### src/rtl/mbs_pkg.sv
package mbs_pkg;
  localparam int BYTE_W = 8;

  typedef enum logic [2:0] {
    ST_IDLE,
    ST_ADDR,
    ST_WDATA,
    ST_RDISS,
    ST_RDCAP,
    ST_RDREQ,
    ST_HALT
  } seq_st_e;

  typedef struct packed {
    logic ok;
    logic rd;
  } cmd_t;

  // top bit picks direction, every other bit must be clear
  function automatic cmd_t cmd_decode(logic [BYTE_W-1:0] b);
    cmd_t c;
    c.rd = b[BYTE_W-1];
    c.ok = (b[BYTE_W-2:0] == '0);
    return c;
  endfunction
endpackage

### src/rtl/mbs_addr_ctr.sv
module mbs_addr_ctr
  import mbs_pkg::*;
#(
  parameter int ADDR_W = 6,
  localparam int DEPTH = 1 << ADDR_W
) (
  input  logic              clk,
  input  logic              rst_n,
  input  logic              load,
  input  logic [BYTE_W-1:0] load_val,
  input  logic              step,
  input  logic [DEPTH-1:0]  mask,
  output logic [BYTE_W-1:0] cur,
  output logic              cur_legal,
  output logic              load_legal
);
  function automatic logic addr_legal(logic [BYTE_W-1:0] a, logic [DEPTH-1:0] m);
    return (a < BYTE_W'(DEPTH)) && m[a[ADDR_W-1:0]];
  endfunction

  always_ff @(posedge clk) begin
    if (!rst_n)    cur <= '0;
    else if (load) cur <= load_val;
    else if (step) cur <= cur + 1'b1;
  end

  assign cur_legal  = addr_legal(cur, mask);
  assign load_legal = addr_legal(load_val, mask);
endmodule

### src/rtl/mbs_rf_drive.sv
module mbs_rf_drive
  import mbs_pkg::*;
#(
  parameter int ADDR_W = 6
) (
  input  logic              clk,
  input  logic              rst_n,
  input  logic              issue_wr,
  input  logic              issue_rd,
  input  logic [ADDR_W-1:0] acc_addr,
  input  logic [BYTE_W-1:0] wdata,
  output logic              rf_en,
  output logic              rf_we,
  output logic [ADDR_W-1:0] rf_addr,
  output logic [BYTE_W-1:0] rf_wdata
);
  always_ff @(posedge clk) begin
    if (!rst_n) begin
      rf_en    <= 1'b0;
      rf_we    <= 1'b0;
      rf_addr  <= '0;
      rf_wdata <= '0;
    end else begin
      rf_en <= issue_wr | issue_rd;
      rf_we <= issue_wr;
      if (issue_wr | issue_rd) rf_addr <= acc_addr;
      if (issue_wr) rf_wdata <= wdata;
    end
  end
endmodule

### src/rtl/mbs_rd_stream.sv
module mbs_rd_stream
  import mbs_pkg::*;
(
  input  logic              clk,
  input  logic              rst_n,
  input  logic              cap,
  input  logic [BYTE_W-1:0] rdata,
  output logic              tx_valid,
  output logic [BYTE_W-1:0] tx_byte
);
  always_ff @(posedge clk) begin
    if (!rst_n) begin
      tx_valid <= 1'b0;
      tx_byte  <= '0;
    end else begin
      tx_valid <= cap;
      if (cap) tx_byte <= rdata;
    end
  end
endmodule

### src/rtl/mon_burst_seq.sv
module mon_burst_seq
  import mbs_pkg::*;
#(
  parameter int ADDR_W = 6,
  localparam int DEPTH = 1 << ADDR_W
) (
  input  logic              clk,
  input  logic              rst_n,
  input  logic              rx_valid,
  input  logic [7:0]        rx_byte,
  input  logic              rx_eom,
  input  logic              tx_req,
  input  logic [DEPTH-1:0]  legal_mask,
  output logic              rf_en,
  output logic              rf_we,
  output logic [ADDR_W-1:0] rf_addr,
  output logic [7:0]        rf_wdata,
  input  logic [7:0]        rf_rdata,
  output logic              tx_valid,
  output logic [7:0]        tx_byte,
  output logic              tx_dir,
  output logic              abort
);
  seq_st_e st, st_n;
  logic    is_rd_q, is_rd_n;
  logic    abort_d;
  logic    ld, step, cap, issue_wr, issue_rd, use_load;
  logic [BYTE_W-1:0] cur;
  logic    cur_legal, load_legal;
  logic [ADDR_W-1:0] acc_addr;
  cmd_t    cmd;

  // named internal events for the checker
  logic st_halt;
  logic st_read_phase;

  assign cmd           = cmd_decode(rx_byte);
  assign st_halt       = (st == ST_HALT);
  assign st_read_phase = (st == ST_RDISS) || (st == ST_RDCAP) || (st == ST_RDREQ);
  assign acc_addr      = use_load ? rx_byte[ADDR_W-1:0] : cur[ADDR_W-1:0];

  always_comb begin
    st_n     = st;
    is_rd_n  = is_rd_q;
    abort_d  = 1'b0;
    ld       = 1'b0;
    step     = 1'b0;
    cap      = 1'b0;
    issue_wr = 1'b0;
    issue_rd = 1'b0;
    use_load = 1'b0;
    if (rx_eom) begin
      st_n = ST_IDLE;
    end else begin
      case (st)
        ST_IDLE: if (rx_valid) begin
          if (cmd.ok) begin
            st_n    = ST_ADDR;
            is_rd_n = cmd.rd;
          end else begin
            abort_d = 1'b1;
            st_n    = ST_HALT;
          end
        end
        ST_ADDR: if (rx_valid) begin
          ld = 1'b1;
          if (!is_rd_q) begin
            st_n = ST_WDATA;
          end else if (load_legal) begin
            issue_rd = 1'b1;
            use_load = 1'b1;
            st_n     = ST_RDISS;
          end else begin
            abort_d = 1'b1;
            st_n    = ST_HALT;
          end
        end
        ST_WDATA: if (rx_valid) begin
          if (cur_legal) begin
            issue_wr = 1'b1;
            step     = 1'b1;
          end else begin
            abort_d = 1'b1;
            st_n    = ST_HALT;
          end
        end
        ST_RDISS: begin
          if (rx_valid) begin
            abort_d = 1'b1;
            st_n    = ST_HALT;
          end else begin
            step = 1'b1;
            st_n = ST_RDCAP;
          end
        end
        ST_RDCAP: begin
          if (rx_valid) begin
            abort_d = 1'b1;
            st_n    = ST_HALT;
          end else begin
            cap  = 1'b1;
            st_n = ST_RDREQ;
          end
        end
        ST_RDREQ: begin
          if (rx_valid) begin
            abort_d = 1'b1;
            st_n    = ST_HALT;
          end else if (tx_req) begin
            if (cur_legal) begin
              issue_rd = 1'b1;
              st_n     = ST_RDISS;
            end else begin
              abort_d = 1'b1;
              st_n    = ST_HALT;
            end
          end
        end
        ST_HALT: st_n = ST_HALT;
        default: st_n = ST_IDLE;
      endcase
    end
  end

  always_ff @(posedge clk) begin
    if (!rst_n) begin
      st      <= ST_IDLE;
      is_rd_q <= 1'b0;
      abort   <= 1'b0;
    end else begin
      st      <= st_n;
      is_rd_q <= is_rd_n;
      abort   <= abort_d;
    end
  end

  assign tx_dir = st_read_phase;

  mbs_addr_ctr #(.ADDR_W(ADDR_W)) u_ctr (
    .clk        (clk),
    .rst_n      (rst_n),
    .load       (ld),
    .load_val   (rx_byte),
    .step       (step),
    .mask       (legal_mask),
    .cur        (cur),
    .cur_legal  (cur_legal),
    .load_legal (load_legal)
  );

  mbs_rf_drive #(.ADDR_W(ADDR_W)) u_rf (
    .clk      (clk),
    .rst_n    (rst_n),
    .issue_wr (issue_wr),
    .issue_rd (issue_rd),
    .acc_addr (acc_addr),
    .wdata    (rx_byte),
    .rf_en    (rf_en),
    .rf_we    (rf_we),
    .rf_addr  (rf_addr),
    .rf_wdata (rf_wdata)
  );

  mbs_rd_stream u_rd (
    .clk      (clk),
    .rst_n    (rst_n),
    .cap      (cap),
    .rdata    (rf_rdata),
    .tx_valid (tx_valid),
    .tx_byte  (tx_byte)
  );
endmodule

### config.mk
export PLATFORM = sky130hd
export DESIGN_NAME = mon_burst_seq
export DESIGN_NICKNAME = d
export VERILOG_FILES = /design/src/rtl/mbs_pkg.sv /design/src/rtl/mbs_addr_ctr.sv /design/src/rtl/mbs_rf_drive.sv /design/src/rtl/mbs_rd_stream.sv /design/src/rtl/mon_burst_seq.sv
export SDC_FILE = /design/constraint.sdc
export NUM_CORES = 1
export LEC_CHECK = 0
export ABC_AREA = 1
export CORE_MARGIN = 2
export CORE_UTILIZATION = 45
export CTS_CLUSTER_DIAMETER = 200
export DETAILED_ROUTE_END_ITERATION = 7
export PLACE_DENSITY = 0.84
export SETUP_SLACK_MARGIN = 0.05
export SLEW_MARGIN = 20
export SYNTH_ARGS = -nofsm -noshare
export SYNTH_HDL_FRONTEND = slang
export SYNTH_SLANG_ARGS = --single-unit
### constraint.sdc
create_clock -name clk -period 2.67 [get_ports clk]
set_input_delay 0.4005 -clock clk [delete_from_list [all_inputs] [get_ports clk]]
set_output_delay 0.4005 -clock clk [all_outputs]
set_load 0.005 [all_outputs]
Word level (Yosys, flattened, before mapping)
Index checks and enable logic that the tools add are counted.

storage, ports and cells
  register bits = 38
  input port bits = 85
  logic and storage cells = 91

cells by class
  $add $sub $neg = 1
  magnitude comparators = 4
  equal/unequal tests = 11
  mux-type cells = 51
  bitwise operators = 3
  reduce and logical (&&, ||, !) cells = 11

operators with widths
  operator                                                     count
  two-way mux 1 bit                                            30
  two-way mux 3 bit                                            10
  one-hot mux 3 bit (7 select lines)                           1
  less-than comparator 8 x 7 -> 1 bit (second input constant)  2
  two-way mux 8 bit                                            2
  less-than comparator 6 x 7 -> 1 bit (second input constant)  2
  binary-select mux 1 bit (select 6 bit)                       2
  equality test 3 bit (second input constant)                  3
  adder 8 x 1 -> 8 bit (second input constant)                 1
  != test 2 bit (second input constant)                        4
  zero test 7 bit                                              1
  equality test 3 x 2 -> 1 bit (second input constant)         2
  two-way mux 6 bit                                            1
  one-hot mux 1 bit (5 select lines)                           1
  AND reduction 5 bit                                          1
  two-way mux 2 bit                                            2
  one-hot mux 1 bit (2 select lines)                           2
  AND reduction 4 bit                                          1
  OR reduction 2 bit                                           2
  equality test 3 x 1 -> 1 bit (second input constant)         1
  zero test 3 bit                                              1
  != test 3 bit (second input constant)                        1
  logical AND 1 bit                                            2
  logical OR 1 bit                                             2
  other kinds (3)                                              4

Logic depth before layout (Yosys ltp)
  depth after elaboration = 9
  mapped depth = 20

Modules after synthesis
Synthesis repeated with hierarchy kept, for this count alone.

second synthesis, totals
  cell total of the unflattened synthesis = 609
  area, all modules = 3434.5 µm²

by module, submodules not included
  module         times used  cells each  area an instance (µm²)  sequential area each (µm²)
  mbs_addr_ctr   1           369         1889.3                  160.2
  mbs_rf_drive   1           79          588.1                   320.3
  mon_burst_seq  1           107         581.8                   100.1
  mbs_rd_stream  1           54          375.4                   180.2

Worst setup path after synthesis
Ideal clock, no wire load.

  path kind = in2reg
  from = input rx_byte[1]
  to = register u_rf.rf_addr[2]
  library setup time = 115 ps
  arrival = 1803 ps
  path slack = 752 ps
  stages on the path = 13
  cells stage by stage = buf_4 > buf_2 > a21oi_1 > o21ai_0 > a21oi_1 > nor3_1 > a21oi_2 > nand4_2 > buf_2 > nand2_1 > o21ai_1 > a21oi_1 > nor2_1

between the ends
  word-level cells in the longest chain between the ends = 9
  elaborated cells on any way between the ends = 13
  those cells by class = order compare (1); mux (10); bitwise (1); reduce/logical (1)

RTL lines
  what                                                                            line                                     RTL
  from (decl)                                                                     mon_burst_seq.sv:10                      input logic [7:0] rx_byte,
  binary-select mux 1 bit (select 6 bit)                                          mbs_addr_ctr.sv:18                       return (a < BYTE_W'(DEPTH)) && m[a[ADDR_W-1:0]];
  two-way mux 1 bit (not written as such)                                         mbs_addr_ctr.sv:18
  logical AND 1 bit *                                                             mbs_addr_ctr.sv:18
  two-way mux 1 bit *                                                             mon_burst_seq.sv:69                      end else if (load_legal) begin
  two-way mux 1 bit *                                                             mon_burst_seq.sv:67                      if (!is_rd_q) begin
  two-way mux 1 bit *                                                             mon_burst_seq.sv:65                      ST_ADDR: if (rx_valid) begin
  one-hot mux 1 bit (2 select lines) / two-way mux 1 bit (equally long branches)  mon_burst_seq.sv:55                      case (st)
  two-way mux 1 bit                                                               mon_burst_seq.sv:52                      if (rx_eom) begin
  bitwise OR 1 bit / two-way mux 6 bit (equally long branches)                    mbs_rf_drive.sv:26, mon_burst_seq.sv:40
  to (signal assigned)                                                            mbs_rf_drive.sv:26                       if (issue_wr | issue_rd) rf_addr <= acc_addr;
  to (decl)                                                                       mbs_rf_drive.sv:14                       output logic [ADDR_W-1:0] rf_addr,

Every way passes the cells marked *; elsewhere a longest branch is shown, timed or not. The select of a mux whose other input is x is not followed.
A chain may end at the register's enable or synchronous reset.

Final worst setup path
  from = input rx_byte[0]
  to = register u_rf.rf_addr[2]

Same word-level chain as after synthesis.

==> flow_metrics.py <==
metrics = {
    "drt": {
        "wl_um": 11600,
        "first_iter_violations": 397,
        "wl_per_cell_um": 14.1,
        "routed-via-count": 4347,
        "first_pass_iters": 5,
        "antenna_left": 0,
        "via_per_inst": 5.32,
        "drc": 0,
    },
    "setup_path": {
        "cp-start-kind": "primary input",
        "end_kind": "flop",
        "rr_worst_depth": 15,
        "worstPathMaxFanout": 35,
        "path_class": "in2reg",
        "required_ps": 2870,
        "critPathArrivalTime_ps": 2620,
    },
    "synth": {
        "synth_cell_types": 32,
        "netlist.area_leader.share": 0.224,
        "ys_seq_area_frac": 0.224,
        "synth_top_area_cell": "dfxtp_1",
        "synth_edf_count": 0,
        "synthArstFlopShare": 0,
        "ys_seq_elements": 38,
        "syn_area_um2": 3390,
        "synth_area_per_cell_um2": 5.59,
        "synthesis.nets": 693,
        "ys_warn_count": 0,
        "synth_ff_type": "dfxtp_1",
        "synth_area_leaders": "dfxtp_1 22%, nand2_1 16%, inv_1 9.6%",
        "syn_inst": 607,
    },
    "clock_tree": {
        "clk_latency_ps": 300,
        "cts_hold_repair.buffers": 0,
        "clock_sinks": 38,
        "cts_setup_buffers": 0,
        "ctsRootBufferMaster": "clkbuf_8",
        "cts_inserted_buffers": 5,
        "cts_max_level": 2,
        "clock_path_buffers": 2,
        "cts.clk_slew.worst_paths_ps": 70,
        "tritoncts": "done",
        "ctsResizeCount": 0,
    },
    "power_and_ir_drop": {
        "power_density_nw_per_um2": 301,
        "ir_worst_vdd_mv": 0.194,
        "power_leakage_nw": 2.10,
    },
    "cells_and_area": {
        "stdcell_area_um2": 4710,
        "final_layout_size_suffix_gt1_frac": 0.0655,
        "area_growth_pct": 38.8,
        "num-nets-final": 804,
        "n_antenna_cell": 0,
    },
    "timing": {
        "hold_violations": 0,
        "finalMaxSlewViolations": 0,
        "rsz0062_at_grt": "no",
        "tightest_slew_ps": 397,
        "hold_ws_ps": 444,
        "tns_ps": 0,
        "setup_viol": 0,
        "fmax_mhz": 413,
        "layout_min_cycle_time_ps": 2420,
        "timing.final.crit_share": 0.906,
        "fin_ws_ps": 251,
        "slew_headroom": 0.735,
        "clock_skew_ps": 5.68,
    },
    "global_route": {
        "grt_max_degree": 36,
        "track_usage": 0.278,
        "antenna_found_initial": 0,
        "grt_pass1_wl_um": 18800,
        "first_global_vias": 3946,
        "grt_remaining_overflow": 0,
    },
    "placement": {
        "gp_congestion": 0.952,
        "post_dp_cell_area_um2": 4620,
        "place_ws_ps": -46.3,
        "hpwl_um": 9110,
        "port_buffers": 111,
    },
    "floorplan": {
        "io_pins": 112,
        "fp.dieW_um": 90.8,
        "die_y_um": 90.8,
        "dieArea_um2": 8250,
        "initial_core_util": 0.465,
        "placementRows": 31,
        "coreArea_um2": 7290,
    },
    "hold_path": {
        "holdPathStages": 2,
        "hold_path.class": "reg2reg",
    },
    "job": {
        "drv_cap": 0,
    },
    "status": {
        "status": "completed",
    },
}
## state kept, by name, summed over array words and instances (netlist names)
name,cells
u_ctr.cur,8
u_rd.tx_byte,8
u_rf.rf_wdata,8
u_rf.rf_addr,6
st,3
abort,1
is_rd_q,1
u_rd.tx_valid,1
u_rf.rf_en,1
u_rf.rf_we,1
## power breakdown
group	internal [mW]	switching [mW]
registers	0.578	0.00973
logic	0.220	0.217
clock network	0.176	0.216
## worst max-delay path, cell delays in order
cell and delay (ps):
clkdlybuf4s50_1 540, buf_12 210, buf_12 150, o21ai_1 70
o22ai_1 210, o211ai_1 130, a21oi_2 280, nand4_1 120
nand2_1 100, nand2_2 150, a21oi_1 180, nor2_1 60
## cells by family (layout without fill, tap and decap cells)
| logic type | Yosys count | after routing | synth area share |
|---|---|---|---|
| simple gates | 301 | 301 | 0.372 |
| flops | 38 | 38 | 0.224 |
| fa+ha+maj | 1 | 1 | 0.00369 |
| compound gates | 136 | 136 | 0.215 |
| xor+xnor | 6 | 6 | 0.0155 |
| buf+inv | 125 | 236 | 0.170 |
## cell usage after synthesis (4+ instances only)
library cell,number
o21ai_1,8
o211ai_1,13
nor2_1,75
buf_6,9
inv_1,87
dfxtp_1,38
a21oi_1,59
nand3_1,64
nor3_1,5
nand2_1,144
buf_2,15
clkbuf_1,5
buf_4,4
o21ai_0,50
nand4_1,4
## final timing paths
kind                     from               end  slack, ps
min reg2reg  u_rf.rf_wdata[0]  u_rf.rf_wdata[0]        440
max reg2reg      u_ctr.cur[0]  u_rf.rf_wdata[7]        290
max                rx_byte[0]   u_rf.rf_addr[2]        250
min          u_rf.rf_wdata[0]  u_rf.rf_wdata[0]        440
## metal layers
layer,wire length [µm],GRT usage,part of all wire
met2,5430,0.458,0.47
met5,0,0,0
met3,910,0.0459,0.079
met4,224,0.0909,0.019
met1,5000,0.370,0.43
## area by class of cell
cell class | count | area [µm²]
Timing Repair Buffer | 137 | 1330
Tap cell | 99 | 124
Clock buffer | 5 | 68.8
Fill cell | 687 | 2580
Sequential cell | 38 | 761
Inverter | 92 | 350
Multi-Input combinational cell | 444 | 2070
Clock inverter | 2 | 10.0
## metrics by stage
step                cells  power (mW)   util
detailed placement    810        1.03  0.634
finish                817        1.42  0.646
CTS                   817        1.41  0.645
global route          817        1.48  0.646
floorplan             607       0.808      -
global placement      810        1.02  0.634
## cell usage in the layout (no fill, tap or decap), types with 3 or more instances in the layout
cell / instances
a21oi_1: 59
nand2_1: 144
inv_2: 3
o211ai_1: 13
nand3_1: 64
clkbuf_8: 5
o21ai_0: 50
o21ai_1: 8
nand4_1: 4
buf_4: 24
inv_1: 87
nor3_1: 5
clkdlybuf4s50_1: 111
xor2_1: 3
xnor2_1: 3
dfxtp_1: 38
nor2_1: 75
Note: power is estimated with default switching activity, not from simulation.
